--- config.mk ---
export PLATFORM = sky130hd
export DESIGN_NAME = cfg_plane_switch
export DESIGN_NICKNAME = d
export VERILOG_FILES = /design/src/rtl/cfg_plane_pkg.sv /design/src/rtl/cfg_plane_store.sv /design/src/rtl/cfg_switch_fsm.sv /design/src/rtl/cfg_plane_switch.sv
export SDC_FILE = /design/constraint.sdc
export NUM_CORES = 1
export LEC_CHECK = 0
export ABC_CLOCK_PERIOD_IN_PS = 2840
export CAP_MARGIN = 20
export CORE_MARGIN = 1.5
export CORE_UTILIZATION = 45
export CTS_BUF_LIST = sky130_fd_sc_hd__clkbuf_16
export CTS_CLUSTER_DIAMETER = 100
export DETAILED_ROUTE_END_ITERATION = 12
export HOLD_SLACK_MARGIN = 0.03
export PLACE_DENSITY_LB_ADDON = 0.2
export SETUP_SLACK_MARGIN = 0.1
export SYNTH_ARGS = -nofsm -noshare
export SYNTH_HDL_FRONTEND = slang
export SYNTH_SLANG_ARGS = --single-unit
--- constraint.sdc ---
create_clock -name clk -period 2.84 [get_ports clk]
set_clock_uncertainty 0.15 [all_clocks]
set_input_delay 0.568 -clock clk [delete_from_list [all_inputs] [get_ports clk]]
set_output_delay 0.568 -clock clk [all_outputs]
set_load 0.05 [all_outputs]
--- src/rtl/cfg_plane_pkg.sv ---
package cfg_plane_pkg;

    // Control state: shadow still being filled, or shadow complete
    typedef enum logic [0:0] {
        ST_LOADING = 1'b0,
        ST_ARMED   = 1'b1
    } sw_state_e;

    localparam int unsigned NUM_PLANES = 2;

endpackage

--- src/rtl/cfg_plane_store.sv ---
module cfg_plane_store
    import cfg_plane_pkg::*;
#(
    parameter int unsigned ADDR_W = 4,
    parameter int unsigned DATA_W = 32,
    parameter int unsigned NREG   = 8
) (
    input  logic              clk,
    input  logic              rst_n,
    input  logic              wr_en,
    input  logic              wr_mask,
    input  logic              wr_plane,
    input  logic [ADDR_W-1:0] wr_addr,
    input  logic [DATA_W-1:0] wr_data,
    input  logic              rd_plane,
    input  logic [ADDR_W-1:0] rd_addr,
    output logic [DATA_W-1:0] rd_data,
    input  logic              keep_plane,
    output logic [NREG-1:0]   keep_out
);

    localparam int unsigned DEPTH = 1 << ADDR_W;

    logic [NUM_PLANES-1:0][DATA_W-1:0] plane_word;
    logic [NUM_PLANES-1:0][NREG-1:0]   plane_keep;

    for (genvar p = 0; p < NUM_PLANES; p++) begin : g_plane
        logic [DATA_W-1:0] words [DEPTH];
        logic [NREG-1:0]   keep_q;
        logic              hit;

        assign hit = wr_en && (wr_plane == 1'(p));

        always_ff @(posedge clk or negedge rst_n) begin
            if (!rst_n) begin
                for (int i = 0; i < DEPTH; i++) begin
                    words[i] <= '0;
                end
                keep_q <= '0;
            end else if (hit) begin
                if (wr_mask) begin
                    keep_q <= wr_data[NREG-1:0];
                end else begin
                    words[wr_addr] <= wr_data;
                end
            end
        end

        assign plane_word[p] = words[rd_addr];
        assign plane_keep[p] = keep_q;
    end

    assign rd_data  = plane_word[rd_plane];
    assign keep_out = plane_keep[keep_plane];

endmodule

--- src/rtl/cfg_switch_fsm.sv ---
module cfg_switch_fsm
    import cfg_plane_pkg::*;
#(
    parameter int unsigned NREG = 8
) (
    input  logic            clk,
    input  logic            rst_n,
    input  logic            ld_valid,
    input  logic            ld_done,
    input  logic            sw_req,
    input  logic [NREG-1:0] shadow_keep,
    output sw_state_e       state_o,
    output logic            ptr_o,
    output logic            swap_now,
    output logic            refused_o,
    output logic            ack_o,
    output logic [NREG-1:0] init_o
);

    sw_state_e state_q;
    sw_state_e state_d;
    logic      refuse_now;

    assign swap_now   = (state_q == ST_ARMED)   && sw_req;
    assign refuse_now = (state_q == ST_LOADING) && sw_req;

    // Next-state logic
    always_comb begin
        state_d = state_q;
        unique case (state_q)
            ST_LOADING: begin
                // mark_done; a request here is the refuse transition
                if (ld_done) begin
                    state_d = ST_ARMED;
                end
            end
            ST_ARMED: begin
                if (sw_req) begin
                    // swap: the old active plane becomes the load target
                    state_d = ST_LOADING;
                end else if (ld_valid && !ld_done) begin
                    // reopen: the shadow was touched after completion
                    state_d = ST_LOADING;
                end
            end
            default: state_d = ST_LOADING;
        endcase
    end

    // State register
    always_ff @(posedge clk or negedge rst_n) begin
        if (!rst_n) begin
            state_q <= ST_LOADING;
        end else begin
            state_q <= state_d;
        end
    end

    // Output register
    always_ff @(posedge clk or negedge rst_n) begin
        if (!rst_n) begin
            ptr_o     <= 1'b0;
            refused_o <= 1'b0;
            ack_o     <= 1'b0;
            init_o    <= '0;
        end else begin
            ack_o  <= swap_now;
            init_o <= swap_now ? ~shadow_keep : '0;
            if (swap_now) begin
                ptr_o     <= ~ptr_o;
                refused_o <= 1'b0;
            end else if (refuse_now) begin
                refused_o <= 1'b1;
            end
        end
    end

    assign state_o = state_q;

endmodule

--- src/rtl/cfg_plane_switch.sv ---
module cfg_plane_switch
    import cfg_plane_pkg::*;
#(
    parameter int unsigned ADDR_W = 4,
    parameter int unsigned DATA_W = 32,
    parameter int unsigned NREG   = 8
) (
    input  logic              clk,
    input  logic              rst_n,
    input  logic              ld_valid,
    input  logic              ld_mask,
    input  logic [ADDR_W-1:0] ld_addr,
    input  logic [DATA_W-1:0] ld_data,
    input  logic              ld_done,
    input  logic              sw_req,
    output logic              sw_ack,
    output logic              sw_refused,
    output logic              shadow_ready,
    output logic              active_plane,
    input  logic [ADDR_W-1:0] rd_addr,
    output logic [DATA_W-1:0] rd_data,
    output logic [NREG-1:0]   init_pulse
);

    sw_state_e       state;
    logic            ptr;
    logic            swap_now;
    logic            wr_plane;
    logic [NREG-1:0] shadow_keep;

    // On a swap edge the write follows the plane that becomes shadow
    assign wr_plane = swap_now ? ptr : ~ptr;

    cfg_switch_fsm #(
        .NREG (NREG)
    ) fsm_i (
        .clk         (clk),
        .rst_n       (rst_n),
        .ld_valid    (ld_valid),
        .ld_done     (ld_done),
        .sw_req      (sw_req),
        .shadow_keep (shadow_keep),
        .state_o     (state),
        .ptr_o       (ptr),
        .swap_now    (swap_now),
        .refused_o   (sw_refused),
        .ack_o       (sw_ack),
        .init_o      (init_pulse)
    );

    cfg_plane_store #(
        .ADDR_W (ADDR_W),
        .DATA_W (DATA_W),
        .NREG   (NREG)
    ) store_i (
        .clk        (clk),
        .rst_n      (rst_n),
        .wr_en      (ld_valid),
        .wr_mask    (ld_mask),
        .wr_plane   (wr_plane),
        .wr_addr    (ld_addr),
        .wr_data    (ld_data),
        .rd_plane   (ptr),
        .rd_addr    (rd_addr),
        .rd_data    (rd_data),
        .keep_plane (~ptr),
        .keep_out   (shadow_keep)
    );

    assign shadow_ready = (state == ST_ARMED);
    assign active_plane = ptr;

endmodule

==> impl_metrics.json <==
{
  "dp_hpwl_um": 85990,
  "ys_seq_area_frac": 0.5450,
  "slew_headroom": 0.4373,
  "ys_warn_count": 0,
  "cts-root-buf": "clkbuf_16",
  "fin_area_um2": 58760,
  "hp-class": "primary input to asynchronous set/reset pin",
  "grtUsageTotal": 0.2496,
  "synthesis.area_um2": 48310,
  "core_area_um2": 106800,
  "timing.hold.ws_ps": 223.3,
  "area_growth_pct": 21.65,
  "status": "finished, violations left",
  "worstSetupPathType": "register to output port",
  "routed_via_density": 5.754,
  "port_buffers": 89,
  "slew_viol_final": 0,
  "dieArea_um2": 109300,
  "setup_violations": 32,
  "placed_cell_area_um2": 53870,
  "wire_per_inst_um": 25.87,
  "avgSynthCellArea_um2": 13.69,
  "ir_drop_uv": 510.0,
  "clkSlewWorstSetupHoldPaths_ps": 60,
  "cp-start-kind": "register",
  "dp_slack_ps": -666.2,
  "drive_above_1_share": 0.4486,
  "cp_max_fo": 6,
  "worstPathRequired_ps": 2120,
  "drcViolationCount": 0,
  "die_h_um": 330.6,
  "ant_nets": 0,
  "violations": "setup timing",
  "grt_max_degree": 108,
  "yosys-top-cells-area": "dfrtp_1 (54%), mux2_2 (23%), mux2i_1 (11%)",
  "synthArstFlopShare": 1.000,
  "cap_violations": 0,
  "p_leak_nw": 28.87,
  "drtIter0Drc": 2154,
  "pwr_density_cell_nw_per_um2": 726.4,
  "dr.pass1.iters": 5,
  "max_slew.worst_pin.slew_ps": 841.0,
  "start_util": 0.4525,
  "setup_tns_ps": -4668,
  "synth-seq-cells": 1052,
  "grt_overflow": 0,
  "netlist-cell-type-count": 35,
  "synth_common_cells": "dfrtp_1 (1052), mux2_2 (1004), mux2i_1 (513)",
  "syn-num-nets": 3575,
  "synth.top_cell.area_share": 0.5450,
  "synth-main-ff-cell": "dfrtp_1",
  "synth.most_common_cell": "dfrtp_1",
  "place.gp.congestion": 0.8188,
  "rows": 120,
  "cts_sinks": 1052,
  "ff2ff_path_depth": 8,
  "period_minus_slack_ps": 3069,
  "synth-edff-count": 0,
  "finalHoldViolCount": 0,
  "layout.nets": 3830,
  "first_global_vias": 31060,
  "power.total_mw": 42.68,
  "wl_um": 136500,
  "h-tree-depth": 3,
  "clockBufferDepth": 3,
  "die_x_um": 330.6,
  "period_share": 1.081,
  "routed-via-count": 30360,
  "yosysTopAreaCell": "dfrtp_1",
  "crit_arrival_ps": 2350,
  "endpoint_kind": "output port",
  "synthCells": 3529,
  "clk_latency_ps": 690,
  "antenna_found_initial": 0,
  "ios": 90,
  "rsz0062_at_grt": "yes",
  "cts_tree": "built",
  "cts_buffers": 111,
  "grt_pass1_wl_um": 203300,
  "max_freq_mhz": 325.8,
  "layout_setup_ws_ps": -229.2
}
state kept, by name, indices dropped and copies added, names as in the netlist:
signal	cells
fsm_i.ack_o	1
fsm_i.state_o	1
fsm_i.ptr_o	1
store_i.g_plane.words	1024
fsm_i.refused_o	1
fsm_i.init_o	8
store_i.g_plane.keep_q	16
per-layer routing:
metal	vias up	part of all wire	global-route usage
met5	-	0	0
met2	708	0.46	0.3888
met4	0	0.026	0.06552
li1	13330	-	-
met1	16100	0.47	0.3625
met3	220	0.048	0.03977
final timing paths:
| check | to | start | slack [ps] |
|---|---|---|---|
| worst max-delay path | rd_data[17] | fsm_i.ptr_o$_DFFE_PN0P_ | -230 |
| worst min-delay path | fsm_i.init_o[1]$_DFF_PN0_ | rst_n | 220 |
| worst max register to register | store_i.g_plane[1].words[45]$_DFFE_PN0P_ | fsm_i.ptr_o$_DFFE_PN0P_ | 220 |
| worst min register to register | fsm_i.init_o[1]$_DFF_PN0_ | store_i.g_plane[0].keep_q[1]$_DFFE_PN0P_ | 300 |
| max in group asynchronous | store_i.g_plane[1].words[430]$_DFFE_PN0P_ | rst_n | 1300 |
| min in group clk | fsm_i.init_o[1]$_DFF_PN0_ | store_i.g_plane[0].keep_q[1]$_DFFE_PN0P_ | 300 |
critical path: stages, from the launching register on:
cell and delay [ps]:
dfrtp_2 460, or2_4 330, buf_12 170, buf_12 150
nor3_4 100, a31oi_1 70, nand3_2 160, buf_6 190
power by group:
part	total, mW	leakage (nW)	switching, mW	internal (mW)
Sequential	19.6	14.0	1.50	18.1
Clock	14.1	1.81	6.11	8.03
Combinational	8.96	13.1	4.26	4.69
Total	42.7	28.9	11.9	30.8
repair_timing:
item / in CTS / in global routing
gates cloned: 4 / 3
setup endpoints to repair: 33 / 32
hold buffers: 1 / 0
gates resized for setup: 111 / 96
hold endpoints to repair: 193 / 0
buffers inserted: 18 / 5
pin swaps: 28 / 43
per-stage QoR:
step           utilization  std cells
2_1_floorplan            -       3529
3_3_place_gp        0.5047       5044
3_5_place_dp        0.5047       5044
4_1_cts             0.5444       5268
5_1_grt             0.5504       5275
6_report            0.5505       5276
cell type report:
class / instances / area, um2
multi-input cells: 2146 / 21400
fillers: 8866 / 47990
well taps: 1403 / 1755
clock buffers: 112 / 2803
repair buffers: 469 / 5772
inverters: 4 / 15.01
flip-flops and latches: 1052 / 26330
clock inverters: 89 / 686.9
diodes: 1 / 2.502
layout by cell type, fill, tap and decap left out, types with 14 or more instances in the layout:
master              n
mux2_2           1004
buf_4             228
nand3_2            30
a22oi_1            96
nand2_2            18
clkbuf_16         115
buf_8              18
clkinv_1           28
a22o_1             55
nand2_1            98
a31oi_1            14
inv_1              30
nor3_4             19
nand3_1            59
mux2i_1           510
a21oi_1            71
buf_6              19
clkinv_2           17
a21oi_2            23
buf_12            142
clkdlybuf4s50_1    50
a31oi_2            14
mux2_1             36
dfrtp_1          1051
nand3_4            20
cells by family after synthesis:
group                  count (synthesis)  share of synthesized area
AOI/OAI and AO/OA                    298                    0.04217
buffers and inverters                331                    0.03284
DFF                                 1052                     0.5450
muxes                               1553                     0.3487
and+or+nand+nor                      295                    0.03129
Power figures use the tool's default switching activity.
